**src/rtl/cmdseq_pkg.sv**
```systemverilog
package cmdseq_pkg;

  typedef enum logic [1:0] {
    OP_NOP   = 2'b00,
    OP_READ  = 2'b01,
    OP_WRITE = 2'b10,
    OP_DELAY = 2'b11
  } op_e;

  typedef enum logic [3:0] {
    S_IDLE,
    S_FETCH,
    S_DECODE,
    S_DLOAD,
    S_DCAP,
    S_WRITE,
    S_READ,
    S_DELAY,
    S_NEXT,
    S_DONE
  } st_e;

endpackage

```
**src/rtl/cmdseq_rst_sync.sv**
```systemverilog
module cmdseq_rst_sync #(
  parameter int STAGES = 2
) (
  input  logic clk,
  input  logic rst_n_async,
  output logic rst_n_sync
);

  logic [STAGES-1:0] sync_q;

  always_ff @(posedge clk or negedge rst_n_async) begin
    if (!rst_n_async) sync_q <= '0;
    else              sync_q <= {sync_q[STAGES-2:0], 1'b1};
  end

  assign rst_n_sync = sync_q[STAGES-1];

endmodule

```
**src/rtl/cmdseq_beat.sv**
```systemverilog
module cmdseq_beat #(
  parameter int BUS_AW = 3,
  parameter int CNT_W  = 9,
  parameter int DAT_AW = 7,
  parameter int DATA_W = 32
) (
  input  logic              clk,
  input  logic              rst_n,
  input  logic              load,
  input  logic [BUS_AW-1:0] addr_in,
  input  logic [CNT_W-1:0]  cnt_in,
  input  logic [DAT_AW-1:0] ptr_in,
  input  logic              step,
  input  logic              cap_en,
  input  logic [DATA_W-1:0] dat_in,
  output logic [BUS_AW-1:0] addr_q,
  output logic [DAT_AW-1:0] ptr_q,
  output logic [DATA_W-1:0] wdata_q,
  output logic              last_beat
);

  localparam logic [CNT_W-1:0]  CNT_ONE = CNT_W'(1);
  localparam logic [DAT_AW-1:0] PTR_ONE = DAT_AW'(1);

  logic [CNT_W-1:0]  remain_q, remain_d;
  logic [DAT_AW-1:0] ptr_d;

  always_comb begin
    remain_d = remain_q;
    ptr_d    = ptr_q;
    if (load) begin
      remain_d = cnt_in;
      ptr_d    = ptr_in;
    end else if (step) begin
      remain_d = remain_q - CNT_ONE;
      ptr_d    = ptr_q + PTR_ONE;
    end
  end

  always_ff @(posedge clk or negedge rst_n) begin
    if (!rst_n) begin
      remain_q <= '0;
      ptr_q    <= '0;
    end else if (load || step) begin
      remain_q <= remain_d;
      ptr_q    <= ptr_d;
    end
  end

  always_ff @(posedge clk or negedge rst_n) begin
    if (!rst_n)    addr_q <= '0;
    else if (load) addr_q <= addr_in;
  end

  always_ff @(posedge clk or negedge rst_n) begin
    if (!rst_n)      wdata_q <= '0;
    else if (cap_en) wdata_q <= dat_in;
  end

  assign last_beat = (remain_q == CNT_ONE);

endmodule

```
**src/rtl/cmdseq_seq.sv**
```systemverilog
module cmdseq_seq
  import cmdseq_pkg::*;
#(
  parameter int CMD_AW = 6
) (
  input  logic              clk,
  input  logic              rst_n,
  input  logic              start,
  input  op_e               cmd_op,
  input  logic              cmd_cnt_zero,
  input  logic              last_beat,
  input  logic              waitreq,
  output logic [CMD_AW-1:0] pc_q,
  output logic              cmd_rd,
  output logic              load,
  output logic              step,
  output logic              dat_rd,
  output logic              cap_en,
  output logic              bus_read,
  output logic              bus_write,
  output logic              done
);

  localparam logic [CMD_AW-1:0] PC_LAST = {CMD_AW{1'b1}};
  localparam logic [CMD_AW-1:0] PC_ONE  = CMD_AW'(1);

  st_e  state_q, state_d;
  logic pc_inc;
  logic last_cmd;

  assign last_cmd = (pc_q == PC_LAST);

  always_comb begin
    state_d = state_q;
    pc_inc  = 1'b0;
    step    = 1'b0;
    unique case (state_q)
      S_IDLE:   if (start) state_d = S_FETCH;
      S_FETCH:  state_d = S_DECODE;
      S_DECODE: begin
        if (cmd_op == OP_NOP || cmd_cnt_zero) state_d = S_NEXT;
        else if (cmd_op == OP_READ)           state_d = S_READ;
        else if (cmd_op == OP_WRITE)          state_d = S_DLOAD;
        else                                  state_d = S_DELAY;
      end
      S_DLOAD:  state_d = S_DCAP;
      S_DCAP:   state_d = S_WRITE;
      S_WRITE: begin
        if (!waitreq) begin
          step    = 1'b1;
          state_d = last_beat ? S_NEXT : S_DLOAD;
        end
      end
      S_READ: begin
        if (!waitreq) begin
          step    = 1'b1;
          state_d = last_beat ? S_NEXT : S_READ;
        end
      end
      S_DELAY: begin
        step    = 1'b1;
        state_d = last_beat ? S_NEXT : S_DELAY;
      end
      S_NEXT: begin
        if (last_cmd) state_d = S_DONE;
        else begin
          pc_inc  = 1'b1;
          state_d = S_FETCH;
        end
      end
      S_DONE:   state_d = S_DONE;
      default:  state_d = S_IDLE;
    endcase
  end

  always_ff @(posedge clk or negedge rst_n) begin
    if (!rst_n) state_q <= S_IDLE;
    else        state_q <= state_d;
  end

  always_ff @(posedge clk or negedge rst_n) begin
    if (!rst_n)      pc_q <= '0;
    else if (pc_inc) pc_q <= pc_q + PC_ONE;
  end

  assign cmd_rd    = (state_q == S_FETCH);
  assign load      = (state_q == S_DECODE);
  assign dat_rd    = (state_q == S_DLOAD);
  assign cap_en    = (state_q == S_DCAP);
  assign bus_write = (state_q == S_WRITE);
  assign bus_read  = (state_q == S_READ);
  assign done      = (state_q == S_DONE);

endmodule

```
**src/rtl/cmdseq_result_fwd.sv**
```systemverilog
module cmdseq_result_fwd #(
  parameter int DATA_W = 32
) (
  input  logic              clk,
  input  logic              rst_n,
  input  logic              rvalid,
  input  logic [DATA_W-1:0] rdata,
  output logic              push_q,
  output logic [DATA_W-1:0] data_q
);

  always_ff @(posedge clk or negedge rst_n) begin
    if (!rst_n) push_q <= 1'b0;
    else        push_q <= rvalid;
  end

  always_ff @(posedge clk or negedge rst_n) begin
    if (!rst_n)      data_q <= '0;
    else if (rvalid) data_q <= rdata;
  end

endmodule

```
**src/rtl/cmdseq_master.sv**
```systemverilog
module cmdseq_master
  import cmdseq_pkg::*;
#(
  parameter int CMD_AW = 6,
  parameter int DAT_AW = 7,
  parameter int BUS_AW = 3,
  parameter int CNT_W  = 9,
  parameter int DATA_W = 32,
  localparam int PTR_LSB = 0,
  localparam int CNT_LSB = PTR_LSB + DAT_AW,
  localparam int ADR_LSB = CNT_LSB + CNT_W,
  localparam int OP_LSB  = ADR_LSB + BUS_AW,
  localparam int CMD_W   = OP_LSB + 2
) (
  input  logic              clk,
  input  logic              rst_n,
  input  logic              start,
  output logic [CMD_AW-1:0] cmd_addr,
  output logic              cmd_rd,
  input  logic [CMD_W-1:0]  cmd_data,
  output logic [DAT_AW-1:0] dat_addr,
  output logic              dat_rd,
  input  logic [DATA_W-1:0] dat_data,
  output logic [BUS_AW-1:0] bus_address,
  output logic              bus_read,
  output logic              bus_write,
  output logic [DATA_W-1:0] bus_writedata,
  input  logic              bus_waitrequest,
  input  logic [DATA_W-1:0] bus_readdata,
  input  logic              bus_readdatavalid,
  output logic              res_push,
  output logic [DATA_W-1:0] res_data,
  output logic              done
);

  logic              rst_n_int;
  op_e               cmd_op;
  logic [BUS_AW-1:0] cmd_adr;
  logic [CNT_W-1:0]  cmd_cnt;
  logic [DAT_AW-1:0] cmd_ptr;
  logic              cmd_cnt_zero;
  logic              load, step, cap_en, last_beat;

  assign cmd_op       = op_e'(cmd_data[OP_LSB +: 2]);
  assign cmd_adr      = cmd_data[ADR_LSB +: BUS_AW];
  assign cmd_cnt      = cmd_data[CNT_LSB +: CNT_W];
  assign cmd_ptr      = cmd_data[PTR_LSB +: DAT_AW];
  assign cmd_cnt_zero = (cmd_cnt == '0);

  cmdseq_rst_sync #(.STAGES(2)) u_rst (
    .clk         (clk),
    .rst_n_async (rst_n),
    .rst_n_sync  (rst_n_int)
  );

  cmdseq_seq #(.CMD_AW(CMD_AW)) u_seq (
    .clk          (clk),
    .rst_n        (rst_n_int),
    .start        (start),
    .cmd_op       (cmd_op),
    .cmd_cnt_zero (cmd_cnt_zero),
    .last_beat    (last_beat),
    .waitreq      (bus_waitrequest),
    .pc_q         (cmd_addr),
    .cmd_rd       (cmd_rd),
    .load         (load),
    .step         (step),
    .dat_rd       (dat_rd),
    .cap_en       (cap_en),
    .bus_read     (bus_read),
    .bus_write    (bus_write),
    .done         (done)
  );

  cmdseq_beat #(
    .BUS_AW (BUS_AW),
    .CNT_W  (CNT_W),
    .DAT_AW (DAT_AW),
    .DATA_W (DATA_W)
  ) u_beat (
    .clk       (clk),
    .rst_n     (rst_n_int),
    .load      (load),
    .addr_in   (cmd_adr),
    .cnt_in    (cmd_cnt),
    .ptr_in    (cmd_ptr),
    .step      (step),
    .cap_en    (cap_en),
    .dat_in    (dat_data),
    .addr_q    (bus_address),
    .ptr_q     (dat_addr),
    .wdata_q   (bus_writedata),
    .last_beat (last_beat)
  );

  cmdseq_result_fwd #(.DATA_W(DATA_W)) u_res (
    .clk    (clk),
    .rst_n  (rst_n_int),
    .rvalid (bus_readdatavalid),
    .rdata  (bus_readdata),
    .push_q (res_push),
    .data_q (res_data)
  );

endmodule

```
**config.mk**
```make
export PLATFORM = sky130hd
export DESIGN_NAME = cmdseq_master
export DESIGN_NICKNAME = d
export VERILOG_FILES = /design/src/rtl/cmdseq_pkg.sv /design/src/rtl/cmdseq_rst_sync.sv /design/src/rtl/cmdseq_beat.sv /design/src/rtl/cmdseq_seq.sv /design/src/rtl/cmdseq_result_fwd.sv /design/src/rtl/cmdseq_master.sv
export SDC_FILE = /design/constraint.sdc
export NUM_CORES = 1
export LEC_CHECK = 0
export BUFFER_PORTS_ARGS = -buffer_cell sky130_fd_sc_hd__buf_2
export CORE_MARGIN = 2
export CORE_UTILIZATION = 40
export CTS_CLUSTER_SIZE = 30
export DETAILED_ROUTE_END_ITERATION = 7
export PLACE_DENSITY = 0.69
export SLEW_MARGIN = 40
export SYNTH_ARGS = -nofsm -noshare
export SYNTH_HDL_FRONTEND = slang
export SYNTH_SLANG_ARGS = --single-unit
```
**constraint.sdc**
```tcl
create_clock -name clk -period 4.2 [get_ports clk]
set_input_delay 0.42 -clock clk [delete_from_list [all_inputs] [get_ports clk]]
set_output_delay 0.42 -clock clk [all_outputs]
set_load 0.01 [all_outputs]
```
==> flow_summary.yaml, run 1 <==
finish:
  layout-drive-gt1-share_pct: 53.0
  ff_latch_area_um2: 2410
  multi_input_area_um2: 1720
  fill_cells: 926
  antenna_cells: 0
  area.growth.synth_to_final_pct: 29.1
  final_core_util_pct: 52.9
  final_nets: 595
global_routing:
  grt_usage_pct: 17.2
  grt_pass1_wl_um: 15500
  grt_max_degree: 61
  antenna_found_initial: 0
  gr-total-overflow: 0
  grt_pass1_vias: 3130
clock_network:
  numCtsBuffers: 9
  cts_buffer_depth: 2
  clock_sinks: 96
  ctsHtreeMaxLevel: 3
  clock_latency_ns: 0.36
  cts_resized: 0
  post_cts_buffers: 0
  cts_root_buf: "clkbuf_8"
  cts_tree: "done"
  clkTransAtPathRegs_ns: 0.10
  ctsHoldBuffers: 1
synthesis:
  synth_most_common_cell: "dfrtp_1"
  ys_types: 48
  synth_area_leader_cell: "dfrtp_1"
  synth_xor_xnor_area_share_pct: 1.25
  syn_area_um2: 4210
  yosys.area.top_type_share_pct: 57.0
  synthArstFlopShare_pct: 100
  ys.flop_type: "dfrtp_1"
  yosysWarnings: 0
  syn_inst: 327
  syn_area_per_cell_um2: 12.9
  yosys_register_bits: 96
  synthSimpleGateAreaFrac_pct: 9.68
  syn-num-nets: 421
  synthTopCellsByArea: "dfrtp_1, mux2_2, nand2_1"
  synth_edf_count: 0
  synth_top_family_by_area: "multiplexers"
  synth_compound_area_share_pct: 8.85
  synth_fa_ha_area_share_pct: 1.19
  seq_area_frac_synth_pct: 57.0
  synth_mux_area_share_pct: 19.5
  synth_common_cells: "dfrtp_1, mux2_2, nand2_1, nor2_1"
job:
  maxCapViolCount: 0
route:
  num_vias: 3241
  wl_um: 9820
  wire_per_inst_um: 15.3
  dr.pass1.iters: 5
  drc: 0
  ant_nets: 0
  dr.first_iter.drc_count: 135
  viasPerCell: 5.05
critical_path:
  rr_startpoint: "u_seq.state_q[2]"
  worst-r2r-setup-slack_ns: 1.85
  cpPeakStageDelay_ns: 0.60
  critPathKind: "flop to flop"
  r2r_end: "u_beat.ptr_q[6]"
  crit_chain: "nor2b_1, o211a_1, mux2_4, a221o_1"
  worstSetupStartpointType: "flop"
  crit_slowest_cell: "dfrtp_1"
  reg2regPathDepth: 4
  worst_ep_arrival_time_ns: 2.60
  worstPathRequired_ns: 4.45
  endpoint_kind: "flop"
  critPathMaxFanout: 16
sta:
  clock_skew_ns: 0.0105
  max_freq_ghz: 0.426
  finalSetupViolCount: 0
  slew_viol_final: 0
  slew_headroom_pct: 51.5
  worst_pin_slew_ns: 0.727
  fin_hold_ws_ns: 0.185
  final-hold-violation-count: 0
  period_share_pct: 55.9
  min_period_ns: 2.35
  rsz0062_at_grt: "false"
  setup_tns_ns: 0
floorplan:
  dieWidth_um: 107
  dieArea_um2: 11400
  core_region_area_um2: 10300
  initial_utilization_pct: 41.0
  num_rows: 37
  die_h_um: 107
  ios: 176
power:
  power_mw: 3.43
  ir_worst_vdd_mv: 0.258
  power_frac_comb_pct: 39.9
  switching_share_pct: 37.3
  p_clk_share_pct: 16.7
  leakagePower_nw: 2.60
  seq_power_share_pct: 43.4
  p_per_area_nw_per_um2: 631
  power.switching_mw: 1.28
  power.internal_mw: 2.15
place:
  hpwl_um: 7350
  gp_congestion: 0.799
  port_buffers: 175
hold_path:
  hold_path.class: "flop to async pin"
run_status:
  outcome: "completed"
## worst max-delay path, delay by kind of cell (launching register included)
kind / cells / cell delay, ns
mux: 1 / 0.33
flops: 1 / 0.60
compound gates: 2 / 0.78
simple gates: 1 / 0.53
## layer usage
layer	vias up	track usage, %	wire length (um)
met2	138	28.3	4740
met4	0	6.40	141
met3	10	3.40	693
li1	1549	-	-
met1	1544	22.6	4240
met5	-	0	0
## cell type report
| class | instances | share of cell area [%] |
|---|---|---|
| sequential | 96 | 44.2 |
| tap | 136 | 3.13 |
| clock buffer | 9 | 2.28 |
| clock inverter | 7 | 1.15 |
| inverter | 5 | 0.345 |
| timing repair buffer | 181 | 17.3 |
| multi-input combinational | 208 | 31.5 |
## through the flow
step / area [um^2] / setup WS, ns / std cells
detailed placement: 5220 / 1.86 / 624
global route: 5440 / 1.74 / 642
finish: 5440 / 1.85 / 642
CTS: 5420 / 1.88 / 641
global placement: 5200 / 1.97 / 622
floorplan: 4210 / 1.33 / 327
## kinds of logic after synthesis
group	Yosys count
other cells	1
simple gates	79
buf+inv	23
fa+ha+maj	4
mux	73
flops	96
xor+xnor	6
compound gates	45
## flip-flops by register name, summed over array words and instances, names as in the netlist
signal           flops
u_beat.addr_q        3
u_beat.ptr_q         7
u_beat.remain_q      9
u_beat.wdata_q      32
u_res.data_q        32
u_res.push_q         1
u_rst.sync_q         2
u_seq.pc_q           6
u_seq.state_q        4
## power by group through the flow
stage / Clock (mW) / Sequential (mW) / Combinational, mW
3_5_place_dp: 0 / 1.51 / 1.37
5_1_grt: 0.641 / 1.54 / 1.52
2_1_floorplan: 0 / 1.56 / 0.830
3_3_place_gp: 0 / 1.49 / 1.32
4_1_cts: 0.597 / 1.49 / 1.38
6_report: 0.573 / 1.49 / 1.37
## placed cells by master, fill, tap and decap left out, drive strengths merged, types with 3 or more instances in the layout
| cell type | netlist | final |
|---|---|---|
| mux2i | 5 | 5 |
| a32oi | 3 | 3 |
| nor3b | 5 | 5 |
| ha | 4 | 4 |
| and3 | 4 | 4 |
| nand3 | 4 | 4 |
| clkinvlp | 0 | 3 |
| nor2 | 11 | 11 |
| xnor2 | 4 | 4 |
| clkbuf | 6 | 9 |
| a31oi | 4 | 4 |
| o311ai | 4 | 4 |
| nand2b | 3 | 3 |
| o21ai | 5 | 5 |
| nor4 | 3 | 3 |
| dfrtp | 96 | 96 |
| buf | 12 | 180 |
| nor3 | 8 | 8 |
| and2 | 3 | 3 |
| a221o | 8 | 8 |
| inv | 5 | 8 |
| a21oi | 3 | 3 |
| nand2 | 25 | 25 |
| nor2b | 4 | 4 |
| o2111ai | 3 | 3 |
| nand4 | 3 | 3 |
| o211ai | 6 | 6 |
| mux2 | 68 | 68 |
## how the worst max path moves through the flow
stage,start,endpoint
final,u_seq.state_q[2],u_beat.ptr_q[6]
after global routing,u_seq.state_q[2],u_beat.ptr_q[5]
after CTS,u_seq.state_q[2],u_beat.ptr_q[6]
after detailed placement,u_seq.state_q[2],u_beat.ptr_q[6]
after global placement,u_seq.state_q[2],u_beat.ptr_q[6]
after floorplan,u_rst.sync_q[1],u_beat.addr_q[0]
Note: power is estimated with default switching activity, not from simulation.
==> inputs of run 2 (changes only) <==
clock period = 2.3 ns   (was 4.2 ns; I/O delays follow)
==> run 2 against run 1 <==
  * Count of clock-buffer cells in the layout rose by 1
  * Worst hold slack got worse by 0.12 ns
  * Critical path depth did not move
  * Register-to-register slack worse by 1.5 ns
  * Non-clock buffer count is 5 higher
  * Wire length up 5.0%
  * Clock skew about the same
  * First-iteration DRC count rose by 33%
  * Combinational power increased by 91%
  * Die area stayed put
  * Largest cell class unchanged
  * Highest routed layer unchanged
==> flow_summary.yaml, run 2 (synthesized netlist as in run 1, its figures left out) <==
route:
  viasPerCell: 5.10
  dr.pass1.iters: 4
  drc: 0
  dr.first_iter.drc_count: 179
  wl_um: 10300
  num_vias: 3300
  ant_nets: 0
  wire_per_inst_um: 15.9
clock_network:
  clock_sinks: 96
  cts_tree: "done"
  cts_buffer_depth: 2
  cts_root_buf: "clkbuf_8"
  cts_resized: 0
  numCtsBuffers: 9
  post_cts_buffers: 0
  ctsHtreeMaxLevel: 3
  ctsHoldBuffers: 1
  clkTransAtPathRegs_ns: 0.09
  clock_latency_ns: 0.36
power:
  leakagePower_nw: 2.65
  ir_worst_vdd_mv: 0.483
  p_per_area_nw_per_um2: 1170
floorplan:
  dieArea_um2: 11400
  dieWidth_um: 107
  core_region_area_um2: 10300
  initial_utilization_pct: 41.0
  ios: 176
  die_h_um: 107
  num_rows: 37
global_routing:
  grt_usage_pct: 18.3
  grt_pass1_wl_um: 16500
  gr-total-overflow: 0
  grt_pass1_vias: 3328
  grt_max_degree: 48
  antenna_found_initial: 0
critical_path:
  critPathBufInv: 3
  critPathMaxFanout: 12
  critPathKind: "flop to primary output"
  worstSetupStartpointType: "flop"
  cpPeakStageDelay_ns: 0.66
  crit_slowest_cell: "dfrtp_1"
  crit_family: "flip-flops"
  worst_ep_arrival_time_ns: 1.89
  endpoint_kind: "primary output"
  crit_chain: "buf_4, or4bb_1, inv_1, buf_2"
  worstPathRequired_ns: 2.07
finish:
  final_area_um2: 5490
  antenna_cells: 0
  final_nets: 600
  mostFrequentLayoutCells: "buf_2, dfrtp_1, mux2_2"
  final_core_util_pct: 53.4
  multi_input_area_um2: 1720
  fill_cells: 918
  layout-drive-gt1-share_pct: 53.4
  layout_commonest_cell: "buf_2"
  area.growth.synth_to_final_pct: 30.3
  top_regs: "u_beat.wdata_q: 32 flops, u_res.data_q: 32 flops, u_beat.remain_q: 9 flops"
  ff_latch_area_um2: 2410
sta:
  slew_headroom_pct: 51.7
  final-hold-violation-count: 0
  period_share_pct: 92.2
  finalSetupViolCount: 0
  clock_skew_ns: 0.0109
  rsz0062_at_grt: "false"
  max_freq_ghz: 0.472
  min_period_ns: 2.12
  worst_pin_slew_ns: 0.725
  slew_viol_final: 0
  setup_tns_ns: 0
hold_path:
  hold_path.class: "input port to flop"
job:
  maxCapViolCount: 0
place:
  hpwl_um: 7880
  gp_congestion: 0.835
  port_buffers: 175
  post_dp_cell_area_um2: 5270
run_status:
  outcome: "completed"
[run 2: cell types whose count changed in the layout (fill, tap and decap cells not counted)]
cell / before / now
buf_4: 2 / 9
inv_8: 2 / 0
clkinv_2: 0 / 2
bufinv_16: 0 / 1
clkinvlp_4: 3 / 0
clkbuf_8: 9 / 10
buf_6: 2 / 0
inv_6: 1 / 2
[run 2: stage by stage]
step / power [mW] / std cells / worst slack [ns] / hold WS (ns)
final: 6.43 / 647 / 0.180 / 0.0699
after global routing: 6.90 / 647 / 0.0791 / 0.0486
after CTS: 6.51 / 647 / 0.164 / 0.0497
after detailed placement: 5.37 / 630 / 0.379 / 0.0184
after global placement: 5.25 / 630 / 0.420 / 0.0150
after floorplan: 4.36 / 327 / 0.579 / -0.0656
[run 2: power breakdown]
group / internal, mW / switching (mW) / total (mW)
logic: 1.30 / 1.31 / 2.61
registers: 2.25 / 0.428 / 2.68
clock network: 0.539 / 0.592 / 1.13
total: 4.10 / 2.33 / 6.43
[run 2: layer usage]
layer  track usage [%]  part of all wire, %  vias up  wire, um
met3              4.38                  7.2       16       746
met2              31.0                   49      124      5060
li1                  -                    -     1551         -
met4              6.68                  1.6        0       169
met1              22.9                   42     1609      4340
met5                 0                    0        -         0
[run 2: path summary, 6_finish.rpt]
kind                                  startpoint                  to  slack, ns  cells after the start
worst max-delay path            u_seq.state_q[0]           bus_write       0.18                      4
worst min-delay path                cmd_data[17]    u_beat.addr_q[1]       0.07                      3
worst max register to register  u_seq.state_q[3]       u_seq.pc_q[1]       0.36                      3
worst min register to register   u_rst.sync_q[1]  u_beat.remain_q[1]       0.35                      0
max in group asynchronous        u_rst.sync_q[1]    u_res.data_q[17]       1.26                      1
min in group asynchronous                  rst_n     u_rst.sync_q[1]       0.23                      2
[run 2: area by class of cell]
| class | count | area share (%) |
|---|---|---|
| Clock buffer | 10 | 2.51 |
| Clock inverter | 6 | 1.21 |
| Inverter | 5 | 0.342 |
| Multi-Input combinational cell | 208 | 31.3 |
| Sequential cell | 96 | 43.8 |
| Tap cell | 136 | 3.10 |
| Timing Repair Buffer | 186 | 17.7 |
[run 2: worst register-to-register path, cell delays in order (launching register included)]
cell and delay [ns]:
dfrtp_1 0.60, or3b_1 0.45, a311oi_4 0.42, mux2_1 0.36
==> inputs of run 3 (changes only) <==
--- a/config.mk
+++ b/config.mk
@@ -6,5 +6,5 @@
 export NUM_CORES = 1
 export LEC_CHECK = 0
-export BUFFER_PORTS_ARGS = -buffer_cell sky130_fd_sc_hd__buf_2
+export BUFFER_PORTS_ARGS = -buffer_cell sky130_fd_sc_hd__buf_4
 export CORE_MARGIN = 2
 export CORE_UTILIZATION = 40
==> constraint.sdc (replaced) <==
create_clock -name clk -period 2.3 [get_ports clk]
set_input_delay 0.46 -clock clk [delete_from_list [all_inputs] [get_ports clk]]
set_output_delay 0.46 -clock clk [all_outputs]
set_load 0.01 [all_outputs]
==> run 3 against run 2 <==
  * Sequential share of layout area shrank 3.7 points
  * First-iteration DRC count decreased by 17%
  * Wire length rose by 2.6%
  * Worst hold slack better by 0.18 ns
  * Combinational power increased by 14%
  * Critical path type unchanged
==> flow_summary.yaml, run 3 (synthesized netlist as in run 1, its figures left out) <==
run_status:
  outcome: "completed"
clock_network:
  clock_sinks: 96
  cts_buffer_depth: 2
  clock_latency_ns: 0.37
  clkTransAtPathRegs_ns: 0.10
  post_cts_buffers: 0
  numCtsBuffers: 9
  cts_root_buf: "clkbuf_8"
  ctsHtreeMaxLevel: 3
  cts_tree: "done"
floorplan:
  initial_utilization_pct: 41.0
  die_h_um: 107
  core_region_area_um2: 10300
  num_rows: 37
  dieArea_um2: 11400
  ios: 176
  dieWidth_um: 107
critical_path:
  critPathMaxFanout: 16
  endpoint_kind: "primary output"
  rr_startpoint: "u_beat.remain_q[0]"
  critPathKind: "flop to primary output"
  critPathBufInv: 2
  worstSetupStartpointType: "flop"
  cpPeakStageDelay_ns: 0.66
  crit_family: "flip-flops"
  r2r_end: "u_beat.remain_q[6]"
  worstPathRequired_ns: 1.84
  worst-r2r-setup-slack_ns: 0.35
  crit_slowest_cell: "dfrtp_1"
  crit_chain: "or4bb_1, inv_1, buf_4"
  reg2regPathDepth: 6
  worst_ep_arrival_time_ns: 1.68
place:
  gp_congestion: 0.816
  port_buffers: 175
  hpwl_um: 7950
  dp_cells: 630
  post_dp_cell_area_um2: 5740
route:
  dr.pass1.iters: 4
  viasPerCell: 5.07
  drc: 0
  ant_nets: 0
  num_vias: 3279
  wl_um: 10600
  dr.first_iter.drc_count: 148
  wire_per_inst_um: 16.4
global_routing:
  met2_usage_pct: 30.7
  antenna_found_initial: 0
  grt_max_degree: 41
  use_met1_pct: 24.2
  grt_use_met3_pct: 4.44
  grt_usage_pct: 18.7
  grt_pass1_wl_um: 16600
  grt_pass1_vias: 3242
  gr-total-overflow: 0
  grt-busiest-layer: "met2"
power:
  power.switching_mw: 2.37
  p_clk_share_pct: 19.2
  switching_share_pct: 33.9
  leakagePower_nw: 2.81
  power.internal_mw: 4.62
  ir_worst_vdd_mv: 0.480
  seq_power_share_pct: 38.4
  power_mw: 6.99
  power_frac_comb_pct: 42.4
  p_per_area_nw_per_um2: 1170
hold_path:
  hold_path.class: "flop to async pin"
sta:
  final-hold-violation-count: 0
  slew_viol_final: 0
  slew_headroom_pct: 65.4
  worst_pin_slew_ns: 0.518
  fin_hold_ws_ns: 0.252
  min_period_ns: 2.14
  rsz0062_at_grt: "false"
  setup_tns_ns: 0
  finalSetupViolCount: 0
  period_share_pct: 93.2
  max_freq_ghz: 0.466
  clock_skew_ns: 0.0127
finish:
  multi_input_area_um2: 1720
  area.growth.synth_to_final_pct: 42.2
  antenna_cells: 0
  mostFrequentLayoutCells: "buf_4, dfrtp_1, mux2_2"
  ff_latch_area_um2: 2410
  layout-drive-gt1-share_pct: 53.2
  final_nets: 600
  layout_commonest_cell: "buf_4"
  fill_cells: 874
  fin_cells: 647
  final_area_um2: 5990
  top_regs: "u_beat.wdata_q: 32 flops, u_res.data_q: 32 flops, u_beat.remain_q: 9 flops"
job:
  maxCapViolCount: 0
run 3: cell count changes in the layout (fill, tap and decap cells not counted), moves of 2 or more:
cell       before  now
buf_12          1    3
buf_2         175    0
buf_4           9  182
bufinv_16       1    3
run 3: how the worst max path moves through the flow:
stage                     startpoint              end  slack [ns]  cells after the start
global route        u_seq.state_q[0]        bus_write        0.03                      3
finish              u_seq.state_q[0]        bus_write        0.16                      3
CTS                 u_seq.state_q[0]        bus_write        0.12                      3
detailed placement   bus_waitrequest  u_beat.ptr_q[5]        0.31                      5
global placement     bus_waitrequest  u_beat.ptr_q[6]        0.35                      5
floorplan              u_seq.pc_q[0]    u_seq.pc_q[1]        0.58                      4
run 3: area by class of cell:
class | instances | area share (%)
Clock buffer | 10 | 2.13
Clock inverter | 6 | 1.92
Inverter | 5 | 0.313
Multi-Input combinational cell | 208 | 28.6
Sequential cell | 96 | 40.2
Tap cell | 136 | 2.84
Timing Repair Buffer | 186 | 24.0
run 3: per-stage QoR:
step	utilization [%]	setup slack, ns
after global routing	58.3	0.0320
after detailed placement	55.8	0.314
after CTS	58.3	0.125
after global placement	55.8	0.347
final	58.3	0.156
after floorplan	-	0.579
run 3: what timing repair did:
item,in CTS,in global routing
hold buffers,1,0
endpoints found under the hold margin,2,0
resized for setup,0,0
run 3: routing by layer:
layer	vias to the layer above	part of all wire, %
met5	-	0
met4	0	1.7
met3	14	7.5
met2	127	48
met1	1586	43
li1	1552	-
run 3: power by group through the flow:
stage | sequential [mW] | combinational, mW | clock (mW)
3_5_place_dp | 2.72 | 3.00 | 0
3_3_place_gp | 2.69 | 2.93 | 0
2_1_floorplan | 2.85 | 1.52 | 0
6_report | 2.68 | 2.97 | 1.34
4_1_cts | 2.68 | 3.01 | 1.37
5_1_grt | 2.78 | 3.24 | 1.45
